<file path="src/rtl/rpr_pkg.sv">
package rpr_pkg;
  typedef struct packed {
    logic excludeMasked;
    logic excludeCascade;
  } ctrlStrobes_t;
endpackage

</file>
<file path="src/rtl/rpr_ctrl.sv">
module rpr_ctrl
  import rpr_pkg::*;
(
  input  logic         specialMask,
  input  logic         nestedMode,
  input  logic         isMaster,
  output ctrlStrobes_t strobes
);
  always_comb begin
    strobes.excludeMasked  = specialMask;
    strobes.excludeCascade = nestedMode & isMaster;
  end
endmodule

</file>
<file path="src/rtl/rpr_datapath.sv">
module rpr_datapath
  import rpr_pkg::*;
#(
  parameter int NUM_LINES   = 8,
  parameter int CASCADE_IDX = 2,
  localparam int W = $clog2(NUM_LINES)
) (
  input  logic [NUM_LINES-1:0] reqVec,
  input  logic [NUM_LINES-1:0] maskVec,
  input  logic [NUM_LINES-1:0] servVec,
  input  logic [W-1:0]         rotOffset,
  input  ctrlStrobes_t         strobes,
  output logic                 valid,
  output logic [W-1:0]         line
);
  // rank search: returns NUM_LINES when the vector is empty
  function automatic logic [W:0] findRank(input logic [NUM_LINES-1:0] v,
                                          input logic [W-1:0] off);
    logic [W:0]   r;
    logic [W-1:0] idx;
    r = (W+1)'(NUM_LINES);
    for (int k = NUM_LINES - 1; k >= 0; k--) begin
      idx = W'(k) + off;
      if (v[idx]) r = (W+1)'(k);
    end
    return r;
  endfunction

  logic [NUM_LINES-1:0] pending;
  logic [NUM_LINES-1:0] servEff;
  logic [W:0]           pendRank;
  logic [W:0]           servRank;

  assign pending = reqVec & ~maskVec;

  for (genvar i = 0; i < NUM_LINES; i++) begin : g_serv
    if (i == CASCADE_IDX) begin : g_casc
      assign servEff[i] = servVec[i] & ~(strobes.excludeMasked & maskVec[i])
                          & ~strobes.excludeCascade;
    end else begin : g_norm
      assign servEff[i] = servVec[i] & ~(strobes.excludeMasked & maskVec[i]);
    end
  end

  always_comb begin
    pendRank = findRank(pending, rotOffset);
    servRank = findRank(servEff, rotOffset);
    valid    = (pendRank < servRank);
    line     = valid ? (pendRank[W-1:0] + rotOffset) : '0;
  end
endmodule

</file>
<file path="src/rtl/rpr_resolver.sv">
module rpr_resolver
  import rpr_pkg::*;
#(
  parameter int NUM_LINES   = 8,
  parameter int CASCADE_IDX = 2,
  parameter bit REG_OUT     = 1'b1,
  localparam int W = $clog2(NUM_LINES)
) (
  input  logic                 clk,
  input  logic                 rst_n,
  input  logic [NUM_LINES-1:0] reqVec,
  input  logic [NUM_LINES-1:0] maskVec,
  input  logic [NUM_LINES-1:0] servVec,
  input  logic [W-1:0]         rotOffset,
  input  logic                 specialMask,
  input  logic                 nestedMode,
  input  logic                 isMaster,
  output logic                 intValid,
  output logic [W-1:0]         intLine
);
  ctrlStrobes_t strobes;
  logic         combValid;
  logic [W-1:0] combLine;

  rpr_ctrl u_ctrl (
    .specialMask(specialMask), .nestedMode(nestedMode),
    .isMaster(isMaster), .strobes(strobes)
  );

  rpr_datapath #(.NUM_LINES(NUM_LINES), .CASCADE_IDX(CASCADE_IDX)) u_dp (
    .reqVec(reqVec), .maskVec(maskVec), .servVec(servVec),
    .rotOffset(rotOffset), .strobes(strobes),
    .valid(combValid), .line(combLine)
  );

  if (REG_OUT) begin : g_reg
    always_ff @(posedge clk or negedge rst_n) begin
      if (!rst_n) begin
        intValid <= 1'b0;
        intLine  <= '0;
      end else begin
        intValid <= combValid;
        intLine  <= combLine;
      end
    end
  end else begin : g_comb
    assign intValid = combValid;
    assign intLine  = combLine;
  end

  logic [NUM_LINES-1:0] pendChk;
  assign pendChk = reqVec & ~maskVec;


  win_unmasked_chk: assert property (@(posedge clk) disable iff (!rst_n)
    combValid |-> pendChk[combLine]);

  idle_zero_chk: assert property (@(posedge clk) disable iff (!rst_n)
    !combValid |-> (combLine == '0));

  empty_quiet_chk: assert property (@(posedge clk) disable iff (!rst_n)
    (pendChk == '0) |-> !combValid);

  not_in_service_chk: assert property (@(posedge clk) disable iff (!rst_n)
    (combValid && !specialMask && !(nestedMode && isMaster)) |-> !servVec[combLine]);

  free_raise_chk: assert property (@(posedge clk) disable iff (!rst_n)
    ((servVec == '0) && (pendChk != '0)) |-> combValid);

  reg_follow_chk: assert property (@(posedge clk) disable iff (!rst_n)
    (REG_OUT && $past(rst_n)) |=> (intValid == $past(combValid)));
endmodule

</file>
<file path="config.mk">
export PLATFORM = sky130hd
export DESIGN_NAME = rpr_resolver
export DESIGN_NICKNAME = d
export VERILOG_FILES = /design/src/rtl/rpr_pkg.sv /design/src/rtl/rpr_ctrl.sv /design/src/rtl/rpr_datapath.sv /design/src/rtl/rpr_resolver.sv
export SDC_FILE = /design/constraint.sdc
export NUM_CORES = 1
export LEC_CHECK = 0
export CAP_MARGIN = 10
export CORE_UTILIZATION = 35
export CTS_CLUSTER_SIZE = 14
export DETAILED_ROUTE_END_ITERATION = 8
export MAX_ROUTING_LAYER = met4
export PLACE_DENSITY = 0.62
export SLEW_MARGIN = 20
export SYNTH_ARGS = -nofsm -noshare
export SYNTH_HDL_FRONTEND = slang
export SYNTH_SLANG_ARGS = --single-unit
</file>
<file path="constraint.sdc">
create_clock -name clk -period 0.8 [get_ports clk]
set_input_delay 0.16 -clock clk [delete_from_list [all_inputs] [get_ports clk]]
set_output_delay 0.16 -clock clk [all_outputs]
set_load 0.01 [all_outputs]
</file>
Yosys cells after proc, flatten, opt, wreduce, memory -nomap -nowiden
Cells that the tools add are included.
W data, S select, Z words.
{ "word_totals": {"input_bits": 32, "reg_bits": 4, "output_inout_bits": 4} }
{ "op_classes": {"muxes": 49, "magnitude_cmp": 9, "n_addsub": 8, "n_bitwise": 29} }
{ "ops": {"columns": ["cell", "n"], "rows": [
  ["$mux W4", 16],
  ["$bmux W1 S3", 16],
  ["$lt A3 B4 Y1 const B", 8],
  ["$and A1 B1 Y1", 18],
  ["$mux W1", 16],
  ["$add A3 B3 Y3 const A", 4],
  ["$not A1 Y1", 9],
  ["$and A8 B8 Y8", 1],
  ["$not A8 Y8", 1],
  ["$add A2 B3 Y3 const A", 2],
  ["$lt A4 B4 Y1", 1],
  ["$add A1 B3 Y3 const A", 1],
  ["$add A3 B3 Y3", 1],
  ["$mux W3", 1]
]} }

Logic depth before layout (Yosys ltp)
{ "logic_depth": {"depth_word": 16, "depth_mapped": 16} }

By module
From an unflattened synthesis, not the netlist that was laid out.
{ "hier_totals": {"cells_unflattened": 144, "area_unflattened_um2": 1291.2} }
{ "modules_own_cells": {"columns": ["mod", "area_per_inst_um2", "n_inst", "seq_area_each_um2", "cells_each"], "rows": [
  ["rpr_datapath", 1177.4, 1, 0.0, 138],
  ["rpr_resolver", 100.1, 1, 100.1, 4],
  ["rpr_ctrl", 13.8, 1, 0.0, 2]
]} }

Worst setup path before layout
No wires, ideal clock.
{ "synth_timing": {"kind": "input-to-reg", "startpoint": "in rotOffset[1]", "endpoint": "reg intLine[1]", "setup_time_ps": 137, "path_slack_ps": -2524, "path_buffers": 1, "arrival_time_ps": 3187, "path_stages": 15, "required_ps": 663, "path_cell_list": "clkinv_1 > ha_1 > clkbuf_1 > mux4_2 > nor2b_1 > a2111oi_0 > a21oi_1 > nand4b_1 > or2_1 > ha_1 > o211ai_1 > nor3_1 > nand3_1 > nand2_1 > a211oi_1"} }
{ "synth_via": {"elab_chain_cells": 13, "elab_cells_between_ends": 58, "cone_classes": "8 x add/sub; 1 x order compare; 49 x mux"} }
{ "synth_rtl": {"columns": ["element", "line", "source"], "rows": [
  ["start, declared", "rpr_resolver.sv:14", "input logic [W-1:0] rotOffset,"],
  ["$add A3 B3 Y3", "rpr_datapath.sv:23", "idx = W'(k) + off;"],
  ["$bmux W1 S3", "rpr_datapath.sv:24", "if (v[idx]) r = (W+1)'(k);"],
  ["$mux W1 (implied by the code)", "rpr_datapath.sv:24", null],
  ["$mux W4 (8 in series)", "rpr_datapath.sv:24", null],
  ["$lt A4 B4 Y1 / $add A3 B3 Y3 (equally long branches)", "rpr_datapath.sv:48, rpr_datapath.sv:49", null],
  ["$mux W3 *", "rpr_datapath.sv:49", "line = valid ? (pendRank[W-1:0] + rotOffset) : '0;"],
  ["via combLine[1]", "rpr_resolver.sv:23", "logic [W-1:0] combLine;"],
  ["end signal, assigned", "rpr_resolver.sv:43", "intLine <= combLine;"],
  ["end, declared", "rpr_resolver.sv:19", "output logic [W-1:0] intLine"]
]} }
The timed path passes the listed nets; every way through them passes the cells marked *. The select of a mux whose other input is x is not followed.

Worst setup path in the final report
{ "layout_timing": {"startpoint": "in rotOffset[0]", "endpoint": "reg intLine[2]"} }
The elaborated chain is that of the path after synthesis.

==> results.tsv <==
metric	value	unit
grt_overflow	0	
cts_tree	yes	
drc_errors	0	
grt_max_degree	15	
synth.avg_cell_area	9.11	sq um
synthesis.nets	195	
final-seq-area	100	sq um
die_h	65.7	microns
cp_max_fo	6	
crit_path_cell_trace	buf_8, buf_8, clkinv_8, ha_4, buf_6, nand3_1, o211ai_1, buf_4, a2111oi_4, a21oi_2, nand4b_1, or2_1, ha_4, o211ai_1, nor3_1, nand3_1, nand2_2, a211oi_2	
yosys_warnings	0	
synth.distinct_cells	49	
ios	36	
synth-compound-area-share	23.9	%
wirelength	4790	microns
layout-drive-gt1-share	51.8	%
required	0.88	ns
fillers	296	
slew_headroom	72.3	%
htreeDepth	1	
finalPower	0.00321	W
cts_buffers	3	
slowest_delay	0.31	ns
cts.sinks	4	
yosys.area_share.adder	6.69	%
grt_pass1_wl	7750	microns
maxSlewViolCount	0	
crit_slowest_cell	a2111oi_4	
dr.pass1.iters	4	
via_per_inst	5.50	
grt_usage	23.6	%
critPathKind	input pin to register	
setup_viol	8	
violations	setup timing	
grt_pass1_vias	1713	
place.gp.congestion	0.835	
fp-row-count	22	
synth_mux_area_share	29.5	%
syn_area	1420	sq um
die-width	65.7	microns
areaGrowthSynthToFinish	78.8	%
synth-xor-area-share	4.23	%
place_hpwl	3750	microns
period_share	358	%
rsz0062_at_grt	true	
ir_drop	0.000523	V
tightest_slew	0.415	ns
multi_input_area	1470	sq um
outcome	finished, violations left	
clk_pin_slew_worst_paths	0.03	ns
final_cell_mix	buf_4 (64), clkdlybuf4s50_1 (13), nor2b_1 (11), mux4_2 (11), nand2_1 (8)	
synth_top_family_by_area	multiplexers	
antenna_found_initial	0	
synthCells	156	
initial_utilization	37.7	%
cts_hold_buf	0	
port-buffer-count	35	
clockBufferDepth	2	
layout_commonest_cell	buf_4	
hold_viol_final	0	
start_kind	input pin	
hold_ws	0.144	ns
setup-tns-final	-8.43	ns
ys_ff_latch	4	
ant_nets	0	
cp-end-kind	register	
seq_area_frac_synth	7.04	%
post_drt_wl_per_cell	15.9	microns
utilization	67.4	%
crit_arrival	2.94	ns
power.leakage	1.11	nW
num_vias	1657	
num_antenna_cells	0	
cap_viol_max_count	0	
coreArea	3770	sq um
period_minus_slack	2.86	ns
drtIter0Drc	57	
nets	294	
setup_ws	-2.06	ns
hp-class	input pin to asynchronous set/reset pin	
fmax	349	MHz
power.density	1260	nW/um^2
die_area	4320	sq um
synth-simple-area-share	23.5	%
cts_root_buf	clkbuf_8	
[area by class of cell]
class	instances	share of cell area, %
inverters	6	1.43
clock buffers	3	1.62
flip-flops and latches	4	3.94
multi-input cells	140	58.0
repair buffers	100	32.6
well taps	48	2.36
[sequential cells by signal (all words and copies together) (netlist names)]
register,count
intValid,1
intLine,3
[Yosys cell counts, drive strengths merged]
master / n / area (sq um)
nand2b: 11 / 68.8
clkbuf: 2 / 7.51
nand4: 2 / 12.5
nor3: 2 / 10.0
xnor2: 4 / 42.6
nor2b: 13 / 81.3
buf: 4 / 31.3
fa: 1 / 20.0
mux4: 12 / 274
inv: 4 / 15.0
nor4: 1 / 12.5
a31o: 1 / 8.76
a221oi: 2 / 17.5
nand2: 9 / 33.8
a31oi: 1 / 6.26
and3: 1 / 11.3
or2: 3 / 18.8
ha: 6 / 75.1
a22oi: 3 / 22.5
dfrtp: 4 / 100
and2: 3 / 21.3
nand4b: 1 / 8.76
o32ai: 1 / 16.3
o211ai: 4 / 30.0
a21boi: 7 / 52.6
o21ai: 2 / 10.0
mux2i: 10 / 100
or4: 1 / 7.51
xor2: 2 / 17.5
a211o: 1 / 8.76
clkinv: 2 / 20.0
a21oi: 9 / 45.0
o21a: 1 / 7.51
nand3: 5 / 25.0
o211a: 3 / 30.0
o221ai: 2 / 17.5
a2111oi: 2 / 36.3
mux2: 4 / 45.0
a211oi: 4 / 30.0
nor2: 6 / 22.5
[power by group]
group | total, W | switching (W) | leakage, nW | internal (W)
Sequential | 0.000313 | 0.0000226 | 0.0513 | 0.000291
Combinational | 0.00247 | 0.00112 | 1.04 | 0.00135
Clock | 0.000423 | 0.000103 | 0.0216 | 0.000321
[cell families (layout without fill, tap and decap cells)]
logic type / after synthesis / count (layout)
and+or+nand+nor: 58 / 58
muxes: 26 / 26
adders and majority gates: 7 / 7
AOI/OAI and AO/OA: 43 / 43
xor gates and xnor gates: 6 / 6
buffers and inverters: 12 / 109
DFF: 4 / 4
[metal layers]
metal	up-vias	track usage [%]	wire, microns
li1	805	-	-
met1	817	26.2	1980
met2	31	46.7	2680
met3	4	1.04	105
met4	0	2.99	35
met5	-	-	0
[worst paths after layout]
path	start	end	slack, ns	depth (start not counted)
max in group asynchronous	rst_n	intLine[0]	0.49	1
worst min-delay path	rst_n	intLine[1]	0.14	1
worst max-delay path	rotOffset[0]	intLine[2]	-2.06	18
min in group clk	rotOffset[0]	intLine[0]	0.41	4
[worst max-delay path, delay by kind of cell]
family,cells,cell delay (ns)
AO/OA/AOI/OAI,5,0.68
buffers and inverters,5,0.56
AND/OR/NAND/NOR,6,1.01
adder cells (fa/ha/maj),2,0.53
[stage by stage]
| stage | setup WS [ns] | cells | cell area [sq um] |
|---|---|---|---|
| CTS | -2.00 | 296 | 2460 |
| floorplan | -2.18 | 156 | 1480 |
| global route | -2.29 | 301 | 2540 |
| global placement | -2.71 | 285 | 2220 |
| detailed placement | -2.82 | 285 | 2220 |
| finish | -2.06 | 301 | 2540 |
[repair_timing]
item,4_1_cts,5_1_grt
hold endpoints to repair,0,0
pin swaps,13,10
buffers inserted,8,5
resized for setup,90,11
endpoints found under the setup margin,8,8
Power figures use the tool's default switching activity.
